<file path="src/rtl/xlate_pkg.sv">
package xlate_pkg;

  localparam int VA_W   = 32;
  localparam int ASID_W = 8;
  localparam int VPN_W  = 22;
  localparam int PPN_W  = 19;
  localparam int CODE_W = 12;

  typedef struct packed {
    logic              valid;
    logic              shared;
    logic              dirty;
    logic [1:0]        prot;
    logic [1:0]        size;
    logic [ASID_W-1:0] asid;
    logic [VPN_W-1:0]  vpn;
    logic [PPN_W-1:0]  ppn;
  } pte_t;

  localparam logic [1:0] KIND_READ  = 2'b00;
  localparam logic [1:0] KIND_WRITE = 2'b01;
  localparam logic [1:0] KIND_FETCH = 2'b10;

  localparam logic [CODE_W-1:0] FC_NONE      = 12'h000;
  localparam logic [CODE_W-1:0] FC_MISS_RD   = 12'h040;
  localparam logic [CODE_W-1:0] FC_MISS_WR   = 12'h060;
  localparam logic [CODE_W-1:0] FC_FIRST_WR  = 12'h080;
  localparam logic [CODE_W-1:0] FC_PROT_RD   = 12'h0A0;
  localparam logic [CODE_W-1:0] FC_PROT_WR   = 12'h0C0;
  localparam logic [CODE_W-1:0] FC_ADDR_RD   = 12'h0E0;
  localparam logic [CODE_W-1:0] FC_ADDR_WR   = 12'h100;
  localparam logic [CODE_W-1:0] FC_MULTI     = 12'h140;

  function automatic logic [VA_W-1:0] page_offs_mask(input logic [1:0] sz);
    case (sz)
      2'b00:   page_offs_mask = 32'h0000_03FF;
      2'b01:   page_offs_mask = 32'h0000_0FFF;
      2'b10:   page_offs_mask = 32'h0000_FFFF;
      default: page_offs_mask = 32'h000F_FFFF;
    endcase
  endfunction

endpackage

</file>
<file path="src/rtl/xlate_area.sv">
module xlate_area
  import xlate_pkg::*;
(
  input  logic [VA_W-1:0] vaddr,
  input  logic            priv,
  output logic            fixed,
  output logic            user_bad,
  output logic [VA_W-1:0] fixed_pa
);
  logic in_p12;
  logic in_p4;
  logic in_user_win;

  assign in_p12      = (vaddr[31:30] == 2'b10);
  assign in_p4       = (vaddr[31:29] == 3'b111);
  assign in_user_win = (vaddr[31:26] == 6'b111000);

  assign fixed    = in_p12 | in_p4;
  assign user_bad = fixed & ~priv & ~in_user_win;
  assign fixed_pa = in_p12 ? {3'b000, vaddr[28:0]} : vaddr;
endmodule

</file>
<file path="src/rtl/xlate_store.sv">
module xlate_store
  import xlate_pkg::*;
#(
  parameter int DEPTH = 16,
  localparam int IDX_W = (DEPTH > 1) ? $clog2(DEPTH) : 1
) (
  input  logic             clk,
  input  logic             rst,
  input  logic             we,
  input  logic [IDX_W-1:0] widx,
  input  pte_t             wdata,
  output pte_t             ent [DEPTH]
);
  pte_t mem [DEPTH];

  always_ff @(posedge clk) begin
    if (rst) begin
      for (int i = 0; i < DEPTH; i++) mem[i] <= '0;
    end else if (we) begin
      mem[widx] <= wdata;
    end
  end

  for (genvar g = 0; g < DEPTH; g++) begin : g_out
    assign ent[g] = mem[g];
  end

  p_write_lands_r13: assert property (@(posedge clk) disable iff (rst)
    we |=> ent[$past(widx)] == $past(wdata));
endmodule

</file>
<file path="src/rtl/xlate_match.sv">
module xlate_match
  import xlate_pkg::*;
#(
  parameter int DEPTH = 16,
  localparam int CNT_W = $clog2(DEPTH + 1)
) (
  input  logic [VA_W-1:0]   vaddr,
  input  logic [ASID_W-1:0] asid,
  input  logic              use_asid,
  input  pte_t              ent [DEPTH],
  output logic              hit_any,
  output logic              hit_multi,
  output logic [PPN_W-1:0]  sel_ppn,
  output logic [1:0]        sel_size,
  output logic [1:0]        sel_prot,
  output logic              sel_dirty
);
  logic [DEPTH-1:0] hits;
  logic [CNT_W-1:0] nhits;

  for (genvar g = 0; g < DEPTH; g++) begin : g_cmp
    logic [VA_W-1:0] keep;
    logic            asid_ok;
    assign keep    = ~page_offs_mask(ent[g].size);
    assign asid_ok = ent[g].shared | ~use_asid | (ent[g].asid == asid);
    assign hits[g] = ent[g].valid & asid_ok &
                     ((vaddr & keep) == ({ent[g].vpn, 10'b0} & keep));
  end

  always_comb begin
    nhits     = '0;
    sel_ppn   = '0;
    sel_size  = '0;
    sel_prot  = '0;
    sel_dirty = 1'b0;
    for (int i = 0; i < DEPTH; i++) begin
      nhits = nhits + CNT_W'(hits[i]);
      if (hits[i]) begin
        sel_ppn   = sel_ppn   | ent[i].ppn;
        sel_size  = sel_size  | ent[i].size;
        sel_prot  = sel_prot  | ent[i].prot;
        sel_dirty = sel_dirty | ent[i].dirty;
      end
    end
  end

  assign hit_any   = |hits;
  assign hit_multi = (nhits > CNT_W'(1));

  always_comb begin
    if (!hit_multi) p_single_onehot_r7: assert ($onehot0(hits));
  end
endmodule

</file>
<file path="src/rtl/vaddr_xlate.sv">
module vaddr_xlate
  import xlate_pkg::*;
#(
  parameter int DEPTH = 16,
  localparam int IDX_W = (DEPTH > 1) ? $clog2(DEPTH) : 1
) (
  input  logic              clk,
  input  logic              rst,
  input  logic              req_valid,
  input  logic [31:0]       req_vaddr,
  input  logic [1:0]        req_kind,
  input  logic              priv,
  input  logic              ctl_at,
  input  logic              ctl_sv,
  input  logic [7:0]        cur_asid,
  input  logic              tw_en,
  input  logic [IDX_W-1:0]  tw_idx,
  input  logic              tw_valid,
  input  logic              tw_shared,
  input  logic              tw_dirty,
  input  logic [1:0]        tw_prot,
  input  logic [1:0]        tw_size,
  input  logic [7:0]        tw_asid,
  input  logic [21:0]       tw_vpn,
  input  logic [18:0]       tw_ppn,
  output logic              rsp_valid,
  output logic              rsp_ok,
  output logic [31:0]       rsp_paddr,
  output logic [2:0]        rsp_rights,
  output logic [11:0]       rsp_fault,
  output logic [31:0]       fault_addr,
  output logic [21:0]       pteh_vpn
);
  pte_t              wentry;
  pte_t              ent [DEPTH];
  logic              fixed, user_bad;
  logic [VA_W-1:0]   fixed_pa;
  logic              hit_any, hit_multi, sel_dirty;
  logic [PPN_W-1:0]  sel_ppn;
  logic [1:0]        sel_size, sel_prot;
  logic              use_asid, is_wr, is_fetch;
  logic              nx_ok;
  logic [VA_W-1:0]   nx_pa, omask;
  logic [2:0]        nx_rights;
  logic [CODE_W-1:0] nx_fault;

  assign wentry = '{valid: tw_valid, shared: tw_shared, dirty: tw_dirty,
                    prot: tw_prot, size: tw_size, asid: tw_asid,
                    vpn: tw_vpn, ppn: tw_ppn};

  xlate_store #(.DEPTH(DEPTH)) u_store (
    .clk(clk), .rst(rst), .we(tw_en), .widx(tw_idx), .wdata(wentry), .ent(ent)
  );

  xlate_area u_area (
    .vaddr(req_vaddr), .priv(priv), .fixed(fixed), .user_bad(user_bad),
    .fixed_pa(fixed_pa)
  );

  assign use_asid = ~(ctl_sv & priv);

  xlate_match #(.DEPTH(DEPTH)) u_match (
    .vaddr(req_vaddr), .asid(cur_asid), .use_asid(use_asid), .ent(ent),
    .hit_any(hit_any), .hit_multi(hit_multi), .sel_ppn(sel_ppn),
    .sel_size(sel_size), .sel_prot(sel_prot), .sel_dirty(sel_dirty)
  );

  assign is_wr    = (req_kind == KIND_WRITE);
  assign is_fetch = (req_kind == KIND_FETCH);
  assign omask    = page_offs_mask(sel_size);

  // Decision order: fixed windows, enable bit, table lookup, permissions.
  always_comb begin
    nx_ok     = 1'b0;
    nx_pa     = '0;
    nx_rights = 3'b000;
    nx_fault  = FC_NONE;
    if (fixed) begin
      if (user_bad) begin
        nx_fault = is_wr ? FC_ADDR_WR : FC_ADDR_RD;
      end else begin
        nx_ok     = 1'b1;
        nx_pa     = fixed_pa;
        nx_rights = 3'b111;
      end
    end else if (!ctl_at) begin
      nx_ok     = 1'b1;
      nx_pa     = {3'b000, req_vaddr[28:0]};
      nx_rights = 3'b111;
    end else if (hit_multi) begin
      nx_fault = FC_MULTI;
    end else if (!hit_any) begin
      nx_fault = is_wr ? FC_MISS_WR : FC_MISS_RD;
    end else if (!priv && !sel_prot[1]) begin
      nx_fault = is_wr ? FC_PROT_WR : FC_PROT_RD;
    end else if (is_wr && !sel_prot[0]) begin
      nx_fault = FC_PROT_WR;
    end else if (is_wr && !sel_dirty) begin
      nx_fault = FC_FIRST_WR;
    end else begin
      nx_ok     = 1'b1;
      nx_pa     = ({3'b000, sel_ppn, 10'b0} & ~omask) | (req_vaddr & omask);
      nx_rights = is_fetch ? 3'b100 : {1'b0, sel_prot[0] & sel_dirty, 1'b1};
    end
  end

  always_ff @(posedge clk) begin
    if (rst) begin
      rsp_valid  <= 1'b0;
      rsp_ok     <= 1'b0;
      rsp_paddr  <= '0;
      rsp_rights <= '0;
      rsp_fault  <= '0;
      fault_addr <= '0;
      pteh_vpn   <= '0;
    end else begin
      rsp_valid <= req_valid;
      if (req_valid) begin
        rsp_ok     <= nx_ok;
        rsp_paddr  <= nx_pa;
        rsp_rights <= nx_rights;
        rsp_fault  <= nx_fault;
        if (!nx_ok) begin
          fault_addr <= req_vaddr;
          if (nx_fault != FC_MULTI) pteh_vpn <= req_vaddr[31:10];
        end
      end
    end
  end

  p_resp_follows_r12: assert property (@(posedge clk) disable iff (rst)
    req_valid |=> rsp_valid);
  p_no_spurious_resp_r12: assert property (@(posedge clk) disable iff (rst)
    !req_valid |=> !rsp_valid);
  p_fault_capture_r11: assert property (@(posedge clk) disable iff (rst)
    req_valid |=> (rsp_ok || fault_addr == $past(req_vaddr)));
  p_user_window_r2: assert property (@(posedge clk) disable iff (rst)
    (req_valid && !priv && req_vaddr[31] && req_vaddr[31:30] != 2'b11)
    |=> (!rsp_ok && rsp_fault != FC_NONE));
  p_multi_keeps_vpn_r11: assert property (@(posedge clk) disable iff (rst)
    (rsp_valid && rsp_fault == FC_MULTI) |-> $stable(pteh_vpn));
endmodule

</file>
<file path="config.mk">
export PLATFORM = sky130hd
export DESIGN_NAME = vaddr_xlate
export DESIGN_NICKNAME = d
export VERILOG_FILES = /design/src/rtl/xlate_pkg.sv /design/src/rtl/xlate_area.sv /design/src/rtl/xlate_store.sv /design/src/rtl/xlate_match.sv /design/src/rtl/vaddr_xlate.sv
export SDC_FILE = /design/constraint.sdc
export NUM_CORES = 2
export LEC_CHECK = 0
export BUFFER_PORTS_ARGS = -buffer_cell sky130_fd_sc_hd__buf_2
export CAP_MARGIN = 20
export CORE_UTILIZATION = 56
export CTS_CLUSTER_DIAMETER = 150
export DETAILED_ROUTE_END_ITERATION = 10
export PLACE_DENSITY = 0.75
export SETUP_SLACK_MARGIN = 0.5
export SYNTH_ARGS = -nofsm -noshare
export SYNTH_HDL_FRONTEND = slang
export SYNTH_SLANG_ARGS = --single-unit
</file>
<file path="constraint.sdc">
create_clock -name clk -period 8.1 [get_ports clk]
set_input_delay 0.81 -clock clk [delete_from_list [all_inputs] [get_ports clk]]
set_output_delay 0.81 -clock clk [all_outputs]
set_load 0.02 [all_outputs]
</file>
---- Word-level counts from Yosys, hierarchy flattened ----
Memory sizes are Yosys's and may differ from the RTL's.
Cells that the tools add are included.
storage, ports and cells
  ROM bits ................................ 0
  bits in latches ......................... 0
  output and inout bits ................... 103
  register bits ........................... 103
  memory bits (writable) .................. 896
  memories ................................ 1
  bits of input ports ..................... 109
memory list
  name         depth  width  rd ports  clocked after Yosys merged registers in  write ports  line               RTL
  u_store.mem  16     56     16        0                                        16           xlate_store.sv:14  pte_t mem [DEPTH];
operators by class
  reduce and logical (&&, ||, !) cells .... 28
  $add $sub $neg .......................... 15
  order comparisons ....................... 1
  bitwise gates (word level) .............. 184
  mux-type cells .......................... 126
  $mul .................................... 0
  equality and inequality tests ........... 72
  divide/modulo/power cells ............... 0
  shifts and indexed selects .............. 0
operators with widths
  cell                  count
  $and A32 B32 Y32      33
  $pmux W20 S3          17
  $eq A32 B32 Y1        16
  $not A20 Y32          16
  $mux W19              16
  $mux W32              9
  $or A19 B19 Y19       15
  $eq A8 B8 Y1          16
  $add A5 B1 Y5         14
  $mux W2               32
  $or A2 B2 Y2          30
  $mux W56              1
  $reduce_or A56 Y1     1
  $or A1 B1 Y1          48
  $eq A2 B2 Y1 const B  19
  $and A1 B1 Y1         36
  $eq A2 B1 Y1 const B  18
  $mux W9               4
  $logic_not A2 Y1      17
  $and A29 B32 Y32      1
  $mux W8               4
  $not A32 Y32          1
  $or A32 B32 Y32       1
  $mux W1               30
  other kinds (16)      31

---- Depth between registers and ports, before layout ----
An unclocked memory read counts as a cell.
  depth after elaboration ................. 50
  gate-level depth with buffers ........... 29
  mapped depth without buffers ............ 25

---- Modules after synthesis ----
A second synthesis with hierarchy kept.
unflattened totals
  cell total of the unflattened synthesis .. 3885
  area total of the unflattened synthesis .. 47441.8 sq um
by module, submodules not included
  module       area an instance (sq um)  cells an instance  times used
  xlate_store  33263.2                   2131               1
  xlate_match  9349.0                    1233               1
  vaddr_xlate  4554.4                    483                1
  xlate_area   275.3                     38                 1

---- Least setup slack after synthesis ----
No wires, ideal clock.
  path type ............................... input-to-reg
  from .................................... input cur_asid[6]
  to ...................................... register rsp_paddr[2]
  required time ........................... 8.040 ns
  slack ................................... 0.465 ns
  stages .................................. 29
  data arrival time ....................... 7.575 ns
  buffers on the path ..................... 5
  cell sequence ........................... buf_4 -> buf_4 -> xor2_1 -> nor4_1 -> a211oi_1 -> nor4_2 -> clkbuf_1 -> clkbuf_1 -> ha_1 -> inv_1 -> fa_1 -> inv_1 -> fa_1 -> fa_1 -> inv_1 -> fa_1 -> fa_1 -> inv_1 -> fa_1 -> nand2_1 -> a211oi_1 -> nor2_1 -> nor4_1 -> inv_1 -> a21oi_1 -> a31oi_4 -> nor4_4 -> buf_2 -> a22o_1
between the ends
  longest elaborated chain between the ends .. 44
  elaborated cells on any way between the ends .. 156
  those cells by class .................... add/sub (15); order compare (1); eq/ne (16); mux (39); bitwise (78); reduce/logical (7)
RTL lines
  item                                                                    line                RTL
  from (decl)                                                             vaddr_xlate.sv:15   input logic [7:0] cur_asid,
  parallel branches: the longest is 41 deep, another holds $add A5 B1 Y5  n/a
  $mux W32 (*)                                                            vaddr_xlate.sv:90   end else if (hit_multi) begin
  $mux W32 (*)                                                            vaddr_xlate.sv:86   end else if (!ctl_at) begin
  $mux W32 (*)                                                            vaddr_xlate.sv:78   if (fixed) begin
  to (signal assigned)                                                    vaddr_xlate.sv:120  rsp_paddr <= nx_pa;
  to (decl)                                                               vaddr_xlate.sv:28   output logic [31:0] rsp_paddr,
Mark *: on every way between the ends.
A chain may end at the register's enable or synchronous reset.

---- Final worst setup path ----
  from .................................... input req_vaddr[25]
  to ...................................... register pteh_vpn[12]
between the ends
  longest elaborated chain between the ends .. 45
  elaborated cells on any way between the ends .. 150
  those cells by class .................... add/sub (15); order compare (1); eq/ne (17); mux (46); bitwise (63); reduce/logical (8)
RTL lines
  item                                                                    line                RTL
  from (decl)                                                             vaddr_xlate.sv:10   input logic [31:0] req_vaddr,
  parallel branches: the longest is 44 deep, another holds $add A5 B1 Y5  n/a
  $reduce_and A3 Y1 (no line) (*)                                         n/a
  to (signal assigned)                                                    vaddr_xlate.sv:125  if (nx_fault != FC_MULTI) pteh_vpn <= req_vaddr[31:10];
  to (decl)                                                               vaddr_xlate.sv:32   output logic [21:0] pteh_vpn
Marked as above.

==> results_dict.tcl <==
set metrics [dict create \
    setup_viol 0 \
    wl_per_cell_um 28.68 \
    fin_setup_tns_ps 0 \
    holdBufCountCts 0 \
    regArea_um2 28810 \
    syn_inst 3732 \
    hold_class "input port to register" \
    fp.dieArea_um2 85450 \
    critical_path.endpoint_type "register" \
    drv_slew 0 \
    firstDrtPassIters 6 \
    leakage_nw 18.55 \
    synthArstFlopShare 0 \
    synth_seq_area_share 0.6104 \
    placedCellCount 4859 \
    clk_pin_slew_worst_paths_ps 60 \
    drive_gt1_frac 0.1401 \
    io-pin-count 212 \
    htreeDepth 3 \
    drtIter0Drc 3991 \
    cts_inserted_buffers 98 \
    synthFlopType "edfxtp_1" \
    cp_common_cell "fa_1" \
    cp_top_family "adder cells" \
    critPathBufInv 8 \
    rsz0062_at_grt "no" \
    synth.cell_area_um2 47200 \
    cp_slowest_cell "nor4_1" \
    fillers 6224 \
    start_util 0.5649 \
    cts-root-buf "clkbuf_16" \
    die_w_um 292.3 \
    drc 0 \
    clk_latency_ps 680 \
    powerDensity_nw_per_um2 219.9 \
    mostFrequentLayoutCells "and2_1, edfxtp_1, xnor2_1" \
    clock-sinks 991 \
    synth_edf_count 896 \
    antenna_found_initial 13 \
    cp-start-kind "input port" \
    synth.avg_cell_area_um2 12.65 \
    coreArea_um2 83560 \
    grt_pass1_vias 30668 \
    die_h_um 292.3 \
    ys_ff_latch 991 \
    hold_viol 0 \
    cp.required_ps 8700 \
    gr-total-overflow 0 \
    fin_crit_ps 7242 \
    syn_to_final_growth_pct 11.54 \
    totalWireLength_um 144800 \
    cts_setup_buffers 0 \
    post_cts_resize_count 0 \
    relSlewSlack 0.2109 \
    fin_cells 5047 \
    io_buffers 203 \
    multi_input_area_um2 16960 \
    run_status "completed" \
    critPathArrivalTime_ps 7850 \
    worstPathMaxFanout 22 \
    final_nets 4006 \
    viasPerCell 6.258 \
    route.antenna.remaining_nets 0 \
    critical_path_class "input port to register" \
    hpwl_um 87130 \
    cts_buffer_depth 3 \
    final_util 0.6300 \
    ir_drop_uv 189.9 \
    totalPowerFinal_w 0.01158 \
    grt_max_degree 76 \
    clock_skew_ps 31.80 \
    period_share 0.8941 \
    via_count 31582 \
    cap_violations 0 \
    grt_pass1_wl_um 207100 \
    cpPeakStageDelay_ps 970 \
    max_slew.worst_pin.slew_ps 1184 \
    synthDistinctLibCells 72 \
    cts_tree "yes" \
    layout_commonest_cell "and2_1" \
    synth-warning-count 0 \
    grt_usage 0.3352 \
    gp_congestion 0.9916 \
    row_count 106 \
    max_clock_freq_mhz 138.1 \
]
logic make-up (layout without fill, tap and decap cells):
kind of cell,count (synthesis),count (layout),share of synthesized area
XOR/XNOR,476,476,0.08833
AND/OR/NAND/NOR,1487,1487,0.1887
adder cells (fa/ha/maj),17,17,0.006097
other,1,14,0.00007946
multiplexers,22,22,0.004666
flip-flops,991,991,0.6104
buffers and inverters,337,559,0.03491
AO/OA/AOI/OAI,401,401,0.06683
path summary, 6_finish.rpt:
path              cells after the start                          end                              from  slack [ps]
setup / recovery                     26    pteh_vpn[12]$_SDFFE_PP0P_                     req_vaddr[25]         860
hold / removal                        2    rsp_paddr[2]$_SDFFE_PP0P_                      req_vaddr[2]         360
setup reg to reg                     25    pteh_vpn[12]$_SDFFE_PP0P_  u_store.mem[4][40]$_SDFFCE_PN0P_         950
hold reg to reg                       2  fault_addr[29]$_SDFFE_PP0P_       fault_addr[29]$_SDFFE_PP0P_         470
per-stage QoR:
| step | hold WS (ps) | cell area, um^2 | setup slack, ps |
|---|---|---|---|
| 6_report | 359.6 | 52640 | 857.9 |
| 5_1_grt | 361.6 | 52630 | 583.0 |
| 3_3_place_gp | 449.6 | 49330 | 348.9 |
| 4_1_cts | 347.0 | 52600 | 923.7 |
| 3_5_place_dp | 452.7 | 49340 | 279.6 |
| 2_1_floorplan | 545.0 | 47230 | 632.6 |
cell type report:
type | count | area share
clock inverters | 57 | 0.01234
well taps | 1080 | 0.02567
diodes | 6 | 0.0002852
inverters | 37 | 0.002638
multi-input cells | 2411 | 0.3222
clock buffers | 124 | 0.04956
repair buffers | 341 | 0.04012
flip-flops and latches | 991 | 0.5472
state kept, by name, indices dropped and copies added (netlist names):
| register | cells |
|---|---|
| fault_addr | 32 |
| rsp_valid | 1 |
| pteh_vpn | 22 |
| rsp_ok | 1 |
| rsp_rights | 3 |
| rsp_fault | 4 |
| rsp_paddr | 32 |
| u_store.mem | 896 |
power breakdown:
part / total (W) / switching [W] / internal, W / leakage, nW
combinational: 0.000965 / 0.000647 / 0.000318 / 7.65
clock: 0.00462 / 0.00203 / 0.00259 / 1.58
sequential: 0.00599 / 0.000127 / 0.00586 / 9.32
total: 0.0116 / 0.00280 / 0.00878 / 18.6
cells in the mapped netlist, types with 5 or more instances:
master     count  share of area
a222oi_1      36         0.0076
buf_1          5        0.00040
a221oi_1      44         0.0082
o22ai_1        8         0.0011
o211ai_1      36         0.0057
a22o_1        39         0.0072
o2111ai_1      6         0.0011
buf_4         38         0.0060
buf_2         24         0.0025
nor3_1         9        0.00095
inv_1         37         0.0029
a211oi_1      11         0.0017
a22oi_2        6         0.0016
mux2i_1       22         0.0047
fa_1          10         0.0042
nand2b_1      51         0.0068
buf_6         28         0.0067
nor2_1        71         0.0056
or2_2         19         0.0025
o41ai_1       13         0.0024
dfxtp_1       95          0.040
clkbuf_1     205          0.016
a21oi_1       64         0.0068
nand2_1      108         0.0086
and4_1        18         0.0033
edfxtp_1     896           0.57
and2_1       925           0.12
a211oi_2       6         0.0016
ha_1           7         0.0019
nor4_1        34         0.0045
o21ai_0       23         0.0024
nand4_1      140          0.019
nand3_1       67         0.0071
a22oi_1       48         0.0076
o21bai_1      17         0.0027
and3_1        16         0.0021
xnor2_1      376          0.070
xor2_1       100          0.019
per-layer routing:
metal / global-route usage / vias to the layer above / share of wire
li1: - / 13596 / -
met1: 0.4322 / 15683 / 0.37
met2: 0.5398 / 1891 / 0.47
met3: 0.07512 / 404 / 0.11
met4: 0.1590 / 8 / 0.048
met5: 0 / - / 0.00034
Power figures use the tool's default switching activity.
